### config.mk
export PLATFORM = sky130hd
export DESIGN_NAME = cmd_slot_status
export DESIGN_NICKNAME = d
export VERILOG_FILES = /design/src/rtl/cmd_slot_pkg.sv /design/src/rtl/slot_counter.sv /design/src/rtl/status_fmt.sv /design/src/rtl/cmd_slot_status.sv
export SDC_FILE = /design/constraint.sdc
export NUM_CORES = 1
export LEC_CHECK = 0
export CORE_UTILIZATION = 43
export DETAILED_ROUTE_END_ITERATION = 10
export PLACE_DENSITY = 0.84
export RECOVER_POWER = 100
export SETUP_SLACK_MARGIN = 0.4
export SLEW_MARGIN = 40
export SYNTH_ARGS = -nofsm -noshare
export SYNTH_HDL_FRONTEND = slang
export SYNTH_SLANG_ARGS = --single-unit
### constraint.sdc
create_clock -name clk_i -period 3.41 [get_ports clk_i]
set_input_delay 0.682 -clock clk_i [delete_from_list [all_inputs] [get_ports clk_i]]
set_output_delay 0.682 -clock clk_i [all_outputs]
set_load 0.01 [all_outputs]
### src/rtl/cmd_slot_pkg.sv
package cmd_slot_pkg;
  typedef enum logic [1:0] {
    SEL_STATUS  = 2'd0,
    SEL_CTL     = 2'd1,
    SEL_CTL_HI  = 2'd2,
    SEL_NONE    = 2'd3
  } reg_sel_e;

  typedef enum logic [1:0] {
    SZ_BYTE = 2'd0,
    SZ_HALF = 2'd1,
    SZ_WORD = 2'd2,
    SZ_WRD2 = 2'd3
  } acc_size_e;

  localparam int unsigned DATA_W        = 32;
  localparam int unsigned FIFO_EMPTY_BIT = 2;
  localparam int unsigned ENG_EMPTY_BIT  = 3;
  localparam int unsigned IDLE_BYTE_BIT  = 5;
  localparam int unsigned IDLE_WIDE_BIT  = 13;
  localparam int unsigned FREE_WIDE_POS  = 8;
  localparam int unsigned FREE_CTL_POS   = 6;
endpackage

### src/rtl/slot_counter.sv
module slot_counter #(
  parameter int unsigned DEPTH = 16,
  localparam int unsigned CW = $clog2(DEPTH + 1)
) (
  input  logic          clk_i,
  input  logic          rst_ni,
  input  logic          drain_i,
  input  logic          wr_i,
  output logic [CW-1:0] occ_o,
  output logic [CW-1:0] occ_dec_o
);
  logic [CW-1:0] occ_q;
  logic          accept;

  // read is served before the write
  assign occ_dec_o = (drain_i && occ_q != '0) ? occ_q - CW'(1) : occ_q;
  assign accept    = wr_i && (occ_dec_o < CW'(DEPTH));

  always_ff @(posedge clk_i or negedge rst_ni) begin
    if (!rst_ni) occ_q <= '0;
    else         occ_q <= accept ? occ_dec_o + CW'(1) : occ_dec_o;
  end

  assign occ_o = occ_q;
endmodule

### src/rtl/status_fmt.sv
module status_fmt
  import cmd_slot_pkg::*;
#(
  parameter int unsigned DEPTH = 16,
  parameter int unsigned CTL_W = 6,
  parameter int unsigned SUB_W = 8,
  localparam int unsigned CW = $clog2(DEPTH + 1)
) (
  input  logic [1:0]        sel_i,
  input  logic [1:0]        size_i,
  input  logic [CW-1:0]     occ_i,
  input  logic [CW-1:0]     occ_dec_i,
  input  logic              busy_i,
  input  logic [CTL_W-1:0]  ctl_i,
  input  logic [SUB_W-1:0]  sub_i,
  output logic [DATA_W-1:0] data_o,
  output logic              fe_o,
  output logic              ee_o
);
  logic [DATA_W-1:0] free_w;
  logic [DATA_W-1:0] ctl_w;
  logic              idle;
  reg_sel_e          sel;
  acc_size_e         size;

  assign sel    = reg_sel_e'(sel_i);
  assign size   = acc_size_e'(size_i);
  assign free_w = DATA_W'(CW'(DEPTH) - occ_dec_i);
  assign ctl_w  = DATA_W'(ctl_i);
  assign idle   = !busy_i && (occ_i == '0);

  always_comb begin
    data_o = '0;
    fe_o   = 1'b0;
    ee_o   = 1'b0;
    unique case (sel)
      SEL_STATUS: begin
        if (size == SZ_BYTE) begin
          data_o = 32'h0000_00C0 | free_w;
          data_o[IDLE_BYTE_BIT] = idle;
        end else begin
          if (size == SZ_HALF) fe_o = (occ_i == '0);
          else begin
            fe_o = idle;
            ee_o = idle;
          end
          data_o = 32'h0000_C000 | (free_w << FREE_WIDE_POS) | DATA_W'(sub_i);
          data_o[IDLE_WIDE_BIT] = idle;
          if (fe_o) data_o[FIFO_EMPTY_BIT] = 1'b1;
          if (ee_o) data_o[ENG_EMPTY_BIT]  = 1'b1;
        end
      end
      SEL_CTL: begin
        data_o = ctl_w | (free_w << FREE_CTL_POS);
        if (size == SZ_BYTE) data_o = data_o & 32'h0000_00FF;
      end
      SEL_CTL_HI: data_o = free_w >> 2;
      default:    data_o = '0;
    endcase
  end
endmodule

### src/rtl/cmd_slot_status.sv
module cmd_slot_status
  import cmd_slot_pkg::*;
#(
  parameter int unsigned DEPTH = 16,
  parameter int unsigned CTL_W = 6,
  parameter int unsigned SUB_W = 8
) (
  input  logic              clk_i,
  input  logic              rst_ni,
  input  logic              wr_en_i,
  input  logic              rd_en_i,
  input  logic [1:0]        rd_sel_i,
  input  logic [1:0]        rd_size_i,
  input  logic              eng_busy_i,
  input  logic [CTL_W-1:0]  ctl_bits_i,
  input  logic [SUB_W-1:0]  sub_stat_i,
  output logic [31:0]       rd_data_o,
  output logic              fifo_empty_set_o,
  output logic              eng_empty_set_o
);
  localparam int unsigned CW = $clog2(DEPTH + 1);

  logic [CW-1:0]     occ_q;
  logic [CW-1:0]     occ_dec;
  logic              drain;
  logic [DATA_W-1:0] fmt_data;
  logic              fmt_fe, fmt_ee;

  generate
    if (DEPTH != 8 && DEPTH != 16) begin : g_bad_depth
      initial $error("cmd_slot_status: DEPTH must be 8 or 16");
    end
  endgenerate

  assign drain = rd_en_i && (rd_sel_i == SEL_STATUS || rd_sel_i == SEL_CTL);

  slot_counter #(.DEPTH(DEPTH)) u_cnt (
    .clk_i     (clk_i),
    .rst_ni    (rst_ni),
    .drain_i   (drain),
    .wr_i      (wr_en_i),
    .occ_o     (occ_q),
    .occ_dec_o (occ_dec)
  );

  status_fmt #(.DEPTH(DEPTH), .CTL_W(CTL_W), .SUB_W(SUB_W)) u_fmt (
    .sel_i     (rd_sel_i),
    .size_i    (rd_size_i),
    .occ_i     (occ_q),
    .occ_dec_i (occ_dec),
    .busy_i    (eng_busy_i),
    .ctl_i     (ctl_bits_i),
    .sub_i     (sub_stat_i),
    .data_o    (fmt_data),
    .fe_o      (fmt_fe),
    .ee_o      (fmt_ee)
  );

  always_ff @(posedge clk_i or negedge rst_ni) begin
    if (!rst_ni) begin
      rd_data_o        <= '0;
      fifo_empty_set_o <= 1'b0;
      eng_empty_set_o  <= 1'b0;
    end else begin
      fifo_empty_set_o <= rd_en_i && fmt_fe;
      eng_empty_set_o  <= rd_en_i && fmt_ee;
      if (rd_en_i) rd_data_o <= fmt_data;
    end
  end
endmodule

==> impl_results.md <==
* Fraction of layout cells with a size suffix above 1 at 8.20%
* Number of synthesized register bits at 24
* Max stage delay cell, worst path: or4b_1
* CTS max path bufs at 2
* Worst EP arrival at 3.18 ns
* Row cnt at 22
* Core area at 3770 µm²
* Total Nets Final at 271
* Placed cell area at 2220 µm²
* Unique masters post-synth at 51
* Startpoint Class: flip-flop
* Detail Route Antenna Nets at 0
* DP HPWL at 3200 µm
* First-pass GRT wire length at 7130 µm
* Mapped cell area at 1730 µm²
* Sequential fraction of design power at 28.8%
* Crit. End Element: flip-flop
* Largest net degree at the start of global routing at 35
* Post-synth EDFFs at 0
* Synthesized instance count at 202
* Most used flip-flop cell after synthesis: dfrtp_1
* Root buffer cell: clkbuf_8
* Sw Ratio at 41.2%
* Post-CTS Hold Buffers at 0
* GP Congestion at 0.861
* Area delta synth->final at 32.0%
* I/O pins at 57
* Post-DR wirelength/cell at 15.5 µm
* Finished Cell Area at 2290 µm²
* Setup violators final at 0
* Max_cap viols at 0
* Total Neg Setup Slack at 0 ns
* CTS sink cnt at 24
* Antenna diodes at 0
* Worst Tran Pin Value at 1.32 ns
* Gr usage total at 21.6%
* Clock power share at 15.6%
* Final hold viol count at 0
* Worst Skew at 0.00280 ns
* Crit path max-delay family: simple AND/OR/NAND/NOR gates
* Vias in the first global route at 1,510
* Fin crit period at 2.99 ns
* Fill cell count at 339
* Critical path, cell by cell: inv_1 -> ha_1 -> or4b_1 -> nand2_1 -> nand2_1 -> o21ai_0 -> inv_1 -> ha_1 -> a21o_1 -> a31o_2 -> and2_2 -> o221ai_1
* Gr ovfl total at 0
* CTS tree: yes
* Placed Cells at 286
* TritonCTS buffer count at 3
* WP buf/inv at 2
* Port bufs at 56
* Htree depth at 1
* Multi-input logic area at 907 µm²
* Period utilisation layout at 87.8%
* Worst EP required at 3.59 ns
* Non-Filler Instances at 292
* Peak per-stage delay on the critical path at 0.53 ns
* Worst Hold Class: flip-flop to flip-flop
* Register Area at 601 µm²
* Synthesized Nets at 228
* NetSw at 662 µW
* Share of flip-flops with an asynchronous set or reset at 100%
* Clk_lat worst skew at 0.26 ns
* Pwr/cell area at 702 nW/µm²
* Vias/cell at 5.60
* Most frequent cells in the layout: dlygate4sd3_1, nand2_1, dfrtp_1
* Crit path max fanout at 6
* Via count at 1,634
* Slew Viols, Final at 0
* Die W at 65.5 µm
* Achievable Freq at 0.334 GHz
* Reg clk slew, reported paths at 0.09 ns
* Leakage power figure at 0.000999 µW
* Initial Utilization at 45.9%
* Syn avg cell area at 8.57 µm²
* Drt total wl at 4530 µm
* Initial antenna violation count at 0
* Pre-antenna DRT Iters at 4
* Max transition margin at 12.0%
* Height of the die at 65.5 µm
* Commonest non-fill, non-tap cell in the layout: dlygate4sd3_1
* Int Power at 944 µW
* Die Area at 4290 µm²
* RSZ-0062 raised after global routing: false
* Drt drc at 0
* Drt initial violations at 126
* Sequential area share after synthesis at 34.7%
* Setup Crit Path Kind: flip-flop to flip-flop
* Status: finished, final reports clean
* Share of power burned in combinational logic at 55.6%
* Ys Warns at 0
* Max VDD drop at 0.404 mV
cell families (layout without fill, tap and decap cells):
family                   count (synthesis)  count (layout)  share of synthesized area, %
AO/OA/AOI/OAI                           59              59                          24.7
XOR/XNOR                                 7               7                          3.97
AND/OR/NAND/NOR                         73              73                          22.0
flip-flops                              24              24                          34.7
buffers and inverters                   36              78                          12.4
adder cells (fa/ha/maj)                  3               3                          2.17
metrics by stage:
stage | hold WS (ns) | util (%) | power [µW] | worst slack [ns]
3_5_place_dp | 0.472 | 58.9 | 1390 | 0.308
6_report | 0.479 | 60.6 | 1610 | 0.416
2_1_floorplan | 0.386 | - | 1100 | 0.691
5_1_grt | 0.491 | 60.6 | 1730 | 0.235
4_1_cts | 0.488 | 60.7 | 1650 | 0.444
3_3_place_gp | 0.472 | 58.9 | 1380 | 0.380
final cells by class:
cell class                 count  share of cell area [%]
multi-input combinational    142                    39.7
timing repair buffer          64                    26.7
sequential                    24                    26.3
tap                           48                    2.63
clock buffer                   3                    1.81
inverter                      10                    1.64
clock inverter                 1                    1.31
power groups by stage:
stage                     clock [µW]  combinational (µW)  sequential (µW)
after CTS                        254                 932              466
after detailed placement           0                 923              471
after global placement             0                 912              466
final                            250                 893              463
after floorplan                    0                 628              467
after global routing             270                 981              477
path summary, 6_finish.rpt:
kind,start,endpoint,slack (ns),cells past startpoint
max in group asynchronous,rst_ni,rd_data_o[29],1.41,2
worst min-delay path,rd_data_o[1],rd_data_o[1],0.48,1
min in group asynchronous,rst_ni,u_cnt.occ_o[0],1.23,2
worst max register to register,u_cnt.occ_o[0],rd_data_o[12],0.42,12
worst max-delay path,u_cnt.occ_o[0],rd_data_o[12],0.42,12
worst min register to register,rd_data_o[1],rd_data_o[1],0.48,1
timing repair:
action                     in CTS  in global routing
gates resized for setup         0                  4
setup endpoints to repair       0                  4
setup buffers                   0                  2
synthesized netlist by cell type (2+ instances only):
library cell	number	area share, %
nand3_1	5	1.4
a21o_1	3	1.3
o32a_1	2	1.2
o211a_1	2	1.2
a21oi_1	11	3.2
nand2_1	25	5.4
xor2_1	2	1.0
nor2_1	18	3.9
a31oi_1	5	1.8
o22a_1	2	1.0
buf_6	3	2.0
xnor2_1	4	2.0
o21ai_0	13	3.8
o221ai_1	4	2.0
nor3_1	3	0.87
inv_1	10	2.2
dfrtp_1	24	35
clkbuf_1	7	1.5
nor2b_1	2	0.72
buf_4	15	6.5
a211oi_1	2	0.87
and2_2	2	0.87
nor3b_1	3	1.3
nand2b_1	3	1.1
ha_1	3	2.2
o31ai_1	3	1.3
nand3b_1	2	0.87
routing by layer:
| layer | track usage (%) | wire length, µm | vias up |
|---|---|---|---|
| li1 | - | - | 785 |
| met1 | 29.3 | 2020 | 765 |
| met2 | 35.6 | 2060 | 72 |
| met3 | 3.65 | 319 | 12 |
| met4 | 5.16 | 129 | 0 |
| met5 | 0 | 0 | - |
state kept, by name, summed over array words and instances, names as in the netlist:
name	cells
u_cnt.occ_o	5
eng_empty_set_o	1
rd_data_o	17
fifo_empty_set_o	1
Note: power is estimated with default switching activity, not from simulation.
